--- src/rtl/fc_pkg.sv ---
`timescale 1ns/1ps
package fc_pkg;
    typedef enum logic [1:0] {
        FC_HUNT  = 2'd0,
        FC_TRACK = 2'd1,
        FC_LOST  = 2'd2
    } fc_state_e;
endpackage

--- src/rtl/fc_halfline_ctr.sv ---
`timescale 1ns/1ps
module fc_halfline_ctr #(
    parameter int CNT_W = 10
) (
    input  logic             clk,
    input  logic             rst_n,
    input  logic             tick,
    input  logic             restart,
    output logic [CNT_W-1:0] count,
    output logic             sat
);
    assign sat = &count;

    always_ff @(posedge clk) begin
        if (!rst_n) begin
            count <= '0;
        end else if (restart) begin
            count <= '0;
        end else if (tick && !sat) begin
            count <= count + 1'b1;
        end
    end
endmodule

--- src/rtl/fc_std_track.sv ---
`timescale 1ns/1ps
module fc_std_track #(
    parameter int CNT_W   = 10,
    parameter int MIN50_HL = 576
) (
    input  logic             clk,
    input  logic             rst_n,
    input  logic             meas_valid,
    input  logic [CNT_W-1:0] meas_len,
    input  logic             forget,
    output logic             std_50
);
    localparam logic [CNT_W-1:0] MIN50 = CNT_W'(MIN50_HL);

    logic cls_now;
    logic last_cls;
    logic last_vld;

    assign cls_now = (meas_len >= MIN50);

    always_ff @(posedge clk) begin
        if (!rst_n) begin
            std_50   <= 1'b1;
            last_cls <= 1'b1;
            last_vld <= 1'b0;
        end else if (meas_valid) begin
            if (last_vld && (last_cls == cls_now)) begin
                std_50 <= cls_now;
            end
            last_cls <= cls_now;
            last_vld <= 1'b1;
        end else if (forget) begin
            last_vld <= 1'b0;
        end
    end
endmodule

--- src/rtl/fc_vwin.sv ---
`timescale 1ns/1ps
module fc_vwin #(
    parameter int CNT_W     = 10,
    parameter int VOUT_HL   = 10,
    parameter int NOM50_HL  = 625,
    parameter int PRE50_HL  = 5,
    parameter int POST50_HL = 45,
    parameter int NOM60_HL  = 525,
    parameter int PRE60_HL  = 6,
    parameter int POST60_HL = 34
) (
    input  logic [CNT_W-1:0] count,
    input  logic             std_50,
    input  logic             tracking,
    output logic             vout,
    output logic             vblank
);
    localparam logic [CNT_W-1:0] VOUT_END = CNT_W'(VOUT_HL);
    localparam logic [CNT_W-1:0] B50_END  = CNT_W'(POST50_HL);
    localparam logic [CNT_W-1:0] B50_BEG  = CNT_W'(NOM50_HL - PRE50_HL);
    localparam logic [CNT_W-1:0] B60_END  = CNT_W'(POST60_HL);
    localparam logic [CNT_W-1:0] B60_BEG  = CNT_W'(NOM60_HL - PRE60_HL);

    logic [CNT_W-1:0] beg_sel;
    logic [CNT_W-1:0] end_sel;

    always_comb begin
        beg_sel = std_50 ? B50_BEG : B60_BEG;
        end_sel = std_50 ? B50_END : B60_END;
        vout    = tracking && (count < VOUT_END);
        vblank  = !tracking || (count < end_sel) || (count >= beg_sel);
    end
endmodule

--- src/rtl/fc_field_timer.sv ---
`timescale 1ns/1ps
module fc_field_timer #(
    parameter int CNT_W     = 10,
    parameter int MIN50_HL  = 576,
    parameter int VOUT_HL   = 10,
    parameter int NOM50_HL  = 625,
    parameter int PRE50_HL  = 5,
    parameter int POST50_HL = 45,
    parameter int NOM60_HL  = 525,
    parameter int PRE60_HL  = 6,
    parameter int POST60_HL = 34
) (
    input  logic clk,
    input  logic rst_n,
    input  logic hl_tick,
    input  logic vsync_in,
    output logic std_50,
    output logic vout,
    output logic vblank,
    output logic no_sync
);
    import fc_pkg::*;

    fc_state_e        state_q;
    fc_state_e        state_d;
    logic [CNT_W-1:0] count;
    logic             sat;
    logic             meas_valid;
    logic             forget;
    logic             tracking;

    fc_halfline_ctr #(.CNT_W(CNT_W)) ctr_i (
        .clk     (clk),
        .rst_n   (rst_n),
        .tick    (hl_tick),
        .restart (vsync_in),
        .count   (count),
        .sat     (sat)
    );

    always_comb begin
        state_d = state_q;
        unique case (state_q)
            FC_HUNT: begin
                if (vsync_in)      state_d = FC_TRACK;
                else if (sat)      state_d = FC_LOST;
            end
            FC_TRACK: begin
                if (vsync_in)      state_d = FC_TRACK;
                else if (sat)      state_d = FC_LOST;
            end
            FC_LOST: begin
                if (vsync_in)      state_d = FC_HUNT;
            end
            default:               state_d = FC_HUNT;
        endcase
    end

    always_ff @(posedge clk) begin
        if (!rst_n) state_q <= FC_HUNT;
        else        state_q <= state_d;
    end

    always_comb begin
        meas_valid = 1'b0;
        forget     = 1'b0;
        tracking   = 1'b0;
        no_sync    = 1'b0;
        unique case (state_q)
            FC_HUNT:  ;
            FC_TRACK: begin
                tracking   = 1'b1;
                meas_valid = vsync_in;
            end
            FC_LOST: begin
                forget  = 1'b1;
                no_sync = 1'b1;
            end
            default:  ;
        endcase
    end

    fc_std_track #(.CNT_W(CNT_W), .MIN50_HL(MIN50_HL)) std_i (
        .clk        (clk),
        .rst_n      (rst_n),
        .meas_valid (meas_valid),
        .meas_len   (count),
        .forget     (forget),
        .std_50     (std_50)
    );

    fc_vwin #(
        .CNT_W     (CNT_W),
        .VOUT_HL   (VOUT_HL),
        .NOM50_HL  (NOM50_HL),
        .PRE50_HL  (PRE50_HL),
        .POST50_HL (POST50_HL),
        .NOM60_HL  (NOM60_HL),
        .PRE60_HL  (PRE60_HL),
        .POST60_HL (POST60_HL)
    ) win_i (
        .count    (count),
        .std_50   (std_50),
        .tracking (tracking),
        .vout     (vout),
        .vblank   (vblank)
    );
endmodule

--- config.mk ---
export PLATFORM = sky130hd
export DESIGN_NAME = fc_field_timer
export DESIGN_NICKNAME = d
export VERILOG_FILES = /design/src/rtl/fc_pkg.sv /design/src/rtl/fc_halfline_ctr.sv /design/src/rtl/fc_std_track.sv /design/src/rtl/fc_vwin.sv /design/src/rtl/fc_field_timer.sv
export SDC_FILE = /design/constraint.sdc
export NUM_CORES = 1
export LEC_CHECK = 0
export CORE_ASPECT_RATIO = 0.7
export CORE_MARGIN = 8
export CORE_UTILIZATION = 40
export CTS_BUF_LIST = sky130_fd_sc_hd__clkbuf_16
export DETAILED_ROUTE_END_ITERATION = 12
export SETUP_SLACK_MARGIN = 0.5
export SYNTH_ARGS = -nofsm -noshare
export SYNTH_HDL_FRONTEND = slang
export SYNTH_SLANG_ARGS = --single-unit
export TNS_END_PERCENT = 1
--- constraint.sdc ---
create_clock -name clk -period 2.7 [get_ports clk]
set_input_delay 0.54 -clock clk [delete_from_list [all_inputs] [get_ports clk]]
set_output_delay 0.54 -clock clk [all_outputs]
set_load 0.05 [all_outputs]
Word level (Yosys, flattened, before mapping) --
Cells that the tools add are included.
Cells by class: $add $sub $neg 1, $lt $le $gt $ge 4, eq/ne operators 5, multiplexer cells 11, bitwise operators 1, reduce and logical (&&, ||, !) cells 14
Operators with widths (count):
- 10-bit by 1-bit adder with 10-bit output (second input constant) | 1
- 10-bit >= comparator | 1
- 10-bit >= comparator (second input constant) | 1
- 10-bit less-than comparator | 1
- 10-bit by 4-bit less-than comparator with 1-bit output (second input constant) | 1
- 10-bit AND reduction | 1
- 7-bit two-way mux | 1
- 2-bit two-way mux | 3
- 1-bit two-way mux | 5
- 4-bit two-way mux | 1
- 2-bit one-hot mux with 2 select lines | 1
- 2-bit AND reduction | 2
- 2-bit OR reduction | 2
- 1-bit logical AND | 3
- 3-bit by 1-bit inequality test with 1-bit output (second input constant) | 1
- 2-bit by 1-bit equality test with 1-bit output (second input constant) | 1
- 2-bit equality test (second input constant) | 1
- 1-bit zero test | 2
- 2-bit zero test | 1
- 1-bit logical OR | 2
- 2-bit inequality test (second input constant) | 1
- 2-bit nonzero test | 1
- 1-bit equality test | 1
- 1-bit NOT | 1
Word-level totals: flip-flop bits (word level) 15, input bits 4, output and inout port bits 4, word-level logic and storage cells 41

Longest topological paths before layout --
depth in word-level cells 5, mapped depth 7, mapped depth without buffers 7

Cells and area by module --
From an unflattened synthesis, not the netlist that was laid out.
Second synthesis, totals: cell total of the unflattened synthesis 111, area total of the unflattened synthesis 987.2 µm²
Modules (own cells, without submodules):
- fc_halfline_ctr | instances 1, cells each 60, area each 543.0 µm², sequential area each 200.2 µm²
- fc_vwin | instances 1, cells each 28, area each 224.0 µm², sequential area each 0.0 µm²
- fc_std_track | instances 1, cells each 12, area each 120.1 µm², sequential area each 60.1 µm²
- fc_field_timer | instances 1, cells each 11, area each 100.1 µm², sequential area each 40.0 µm²

Worst setup path before layout --
OpenSTA, ideal clock, no wires.
path type flip-flop to output port, start register std_i.std_50, end output port vblank, arrival time 2.546 ns, required time 2.160 ns, setup slack -0.386 ns, cell stages (with the launch flop) 8, buffers on the path 0, cell sequence dfxtp_1 -> inv_1 -> ha_1 -> nand2b_1 -> a2111oi_0 -> nor3b_1 -> o41ai_1 -> nand4_1
On the way: cells in the longest elaborated chain, start to end 4, elaborated cells on any way between the ends 6, classes of those cells order compare: 2; mux: 2; reduce/logical: 2
Ends and longest elaborated chain:
- start, declared | line fc_std_track.sv:11 | output logic std_50
- start signal, assigned | line fc_std_track.sv:28 | std_50 <= cls_now;
- 4-bit two-way mux | line fc_vwin.sv:29 | end_sel = std_50 ? B50_END : B60_END;
- 10-bit less-than comparator | line fc_vwin.sv:31 | vblank = !tracking || (count < end_sel) || (count >= beg_sel);
- 1-bit logical OR | line fc_vwin.sv:31
- 1-bit logical OR * | line fc_vwin.sv:31
- end, declared | line fc_field_timer.sv:19 | output logic vblank,
Mark *: on every way between the ends. The rest lies on a longest branch, timed or not.

Worst setup path after layout --
Ends and elaborated chain as after synthesis.

==> flow_metrics.tcl <==
set metrics [dict create \
    worst_pin_slew_ps 500 \
    final-hold-violation-count 0 \
    whs_endpoint "state_q[0]" \
    place_congestion 0.804 \
    hold_depth 1 \
    grt_pass1_vias 766 \
    synth_cell_types 36 \
    fin_ws_ps 209 \
    cts_made_buffers 3 \
    cts_tree "built" \
    crit_required_ps 2160 \
    num_antenna_cells 0 \
    crit_arrival_ps 1950 \
    rows 15 \
    fin_worst_skew_ps 0.415 \
    initial_core_util_pct 40.6 \
    path_clk_slew_ps 50 \
    syn_inst 112 \
    reg2regPathDepth 7 \
    endpoint_kind "primary output" \
    hold_class "reg -> reg" \
    final_cells 157 \
    rsz0062_at_grt "yes" \
    p_per_area_nw_per_um2 453 \
    clk_latency_ps 240 \
    hold_ws_ps 479 \
    power.total_uw 551 \
    drc 0 \
    die_area_um2 4250 \
    post-place-ws_ps 224 \
    min_from "state_q[1]" \
    dpl.cell_count 152 \
    status "complete, no violations" \
    area_growth_pct 26.7 \
    synth.ff_latch_count 15 \
    antenna_found_initial 0 \
    clock_sinks 15 \
    fp.dieW_um 74.5 \
    grt_remaining_overflow 0 \
    ios 8 \
    period_share_pct 92.3 \
    synth_warnings 0 \
    port-buffer-count 7 \
    nNetsFinal 137 \
    drv_cap 0 \
    slew_headroom_pct 66.5 \
    drt_wl_total_mm 2.11 \
    rr_startpoint "ctr_i.count[1]" \
    drtPass1Iterations 4 \
    ff_latch_area_um2 305 \
    critPathMaxFanout 6 \
    fin_tns_setup_ps 0 \
    post_drt_wl_per_cell_um 13.4 \
    synth_area_um2 960 \
    fp.dieH_um 57.0 \
    vdd_drop_max_v 0.000382 \
    period_minus_slack_ps 2490 \
    drive_gt1_share_pct 18.7 \
    grt_first_pass_wirelength_mm 3.61 \
    core_area_um2 2360 \
    cts_max_level 1 \
    critPathKind "reg -> out" \
    dp_hpwl_mm 1.61 \
    avgSynthCellArea_um2 8.57 \
    syn_nets 125 \
    antenna_left 0 \
    avgViaCountPerCell 5.32 \
    finalMaxSlewViolations 0 \
    yosysSeqAreaShare_pct 31.3 \
    clock-root-buffer "clkbuf_16" \
    leakage_uw 0.000451 \
    nFillCells 237 \
    worstReg2RegEnd "ctr_i.count[4]" \
    max_clock_freq_mhz 401 \
    grtUsageTotal_pct 11.0 \
    rrSetupSlack_ps 960 \
    vias 835 \
    first_iter_violations 65 \
    cp-start-kind "register" \
    multi_input_area_um2 668 \
    setup_viol 0 \
    grt_max_degree 12 \
    clockBufferDepth 2 \
]
## worst max-delay path, cell delays in order (launching register included)
cell and delay, ps:
dfxtp_4 360, inv_6 80, ha_4 190, nand2b_4 140, a2111oi_4 290, nor3b_2 90, o41ai_2 200, nand4_1 160
buf_6 190
## state kept, by name, indices dropped and copies added, names as in the netlist
name	cells
std_i.std_50	1
std_i.last_vld	1
std_i.last_cls	1
ctr_i.count	10
state_q	2
## cells in the final DEF (no fill, tap or decap), types with 3 or more instances in the layout
cell type,synthesis,routed
inv_1,4,3
clkdlybuf4s50_1,0,5
clkbuf_16,0,3
dfxtp_1,15,13
nor3_1,4,4
nor2b_1,3,3
ha_1,9,8
nand2_1,9,9
xnor2_1,3,3
buf_4,3,5
nand3_1,7,7
a21oi_1,3,3
o211ai_1,3,3
o21ai_0,4,4
nor2_1,14,14
## synthesized netlist by cell type
cell       instances  area, um2
xnor2_1            3       26.3
or3_4              1       11.3
o21a_1             1       7.51
o22ai_1            1       6.26
ha_1               9        113
o41ai_1            1       8.76
nand2b_1           3       18.8
o31ai_1            1       7.51
nand3_2            1       10.0
a211oi_1           1       7.51
nor2_1            14       52.6
inv_1              4       15.0
o31ai_4            1       21.3
nand4_1            2       12.5
or2b_2             1       8.76
a41oi_1            1       8.76
and3_1             1       6.26
xor2_1             2       17.5
o211ai_1           3       22.5
buf_4              3       22.5
nor3_1             4       20.0
and4_1             1       8.76
a2111oi_0          1       8.76
nand2_1            9       33.8
clkbuf_2           1       5.00
dfxtp_1           15        300
or3_1              1       6.26
nand4_4            1       21.3
a21boi_0           1       7.51
nand3_1            7       35.0
nor4_1             2       12.5
mux2i_1            2       20.0
o21ai_0            4       20.0
nor2b_1            3       18.8
nor3b_1            3       22.5
a21oi_1            3       15.0
## kinds of logic (layout without fill, tap and decap cells)
logic type | Yosys count | count (layout) | synth area share [%]
AOI/OAI and AO/OA | 19 | 19 | 14.7
xor gates and xnor gates | 5 | 5 | 4.56
adders and majority gates | 9 | 9 | 11.7
buffers and inverters | 8 | 19 | 4.43
DFF | 15 | 15 | 31.3
muxes | 2 | 2 | 2.09
and+or+nand+nor | 54 | 54 | 31.2
## layer usage
| layer | vias to the layer above | wire, um | track usage [%] |
|---|---|---|---|
| met5 | - | 0 | 0 |
| met4 | 0 | 17 | 3.33 |
| met3 | 2 | 172 | 4.20 |
| met2 | 25 | 859 | 14.7 |
| met1 | 382 | 1060 | 15.4 |
| li1 | 426 | - | - |
## final cells by class
type | instances | area share, %
inverters | 4 | 1.85
multi-input cells | 89 | 54.9
clock buffers | 3 | 6.17
repair buffers | 11 | 8.13
clock inverters | 1 | 0.309
well taps | 34 | 3.50
flip-flops and latches | 15 | 25.1
## power by group
part           internal (uW)  leakage (uW)  switching (uW)  total [uW]
Clock                    196     0.0000423            88.3         284
Sequential               225      0.000122            3.14         229
Combinational           17.3      0.000287            21.1        38.4
## worst max path at each step
stage | startpoint | to | slack (ps) | cells past startpoint
floorplan | std_i.std_50 | vblank | 130 | 7
global placement | ctr_i.count[0] | vblank | 330 | 8
detailed placement | ctr_i.count[0] | vblank | 220 | 8
CTS | std_i.std_50 | vblank | 190 | 8
global route | std_i.std_50 | vblank | 110 | 8
finish | std_i.std_50 | vblank | 210 | 8
## through the flow
step | area, um2 | utilization, %
floorplan | 1000 | -
global placement | 1110 | 46.8
detailed placement | 1110 | 46.8
CTS | 1220 | 51.4
global route | 1220 | 51.4
finish | 1220 | 51.4
## repair_timing
item                       CTS  global route
pin swaps                    2             1
resized for setup            7             0
hold buffers                 0             0
setup endpoints to repair    2             2
buffers inserted             1             0
(Power assumes the default switching activity.)
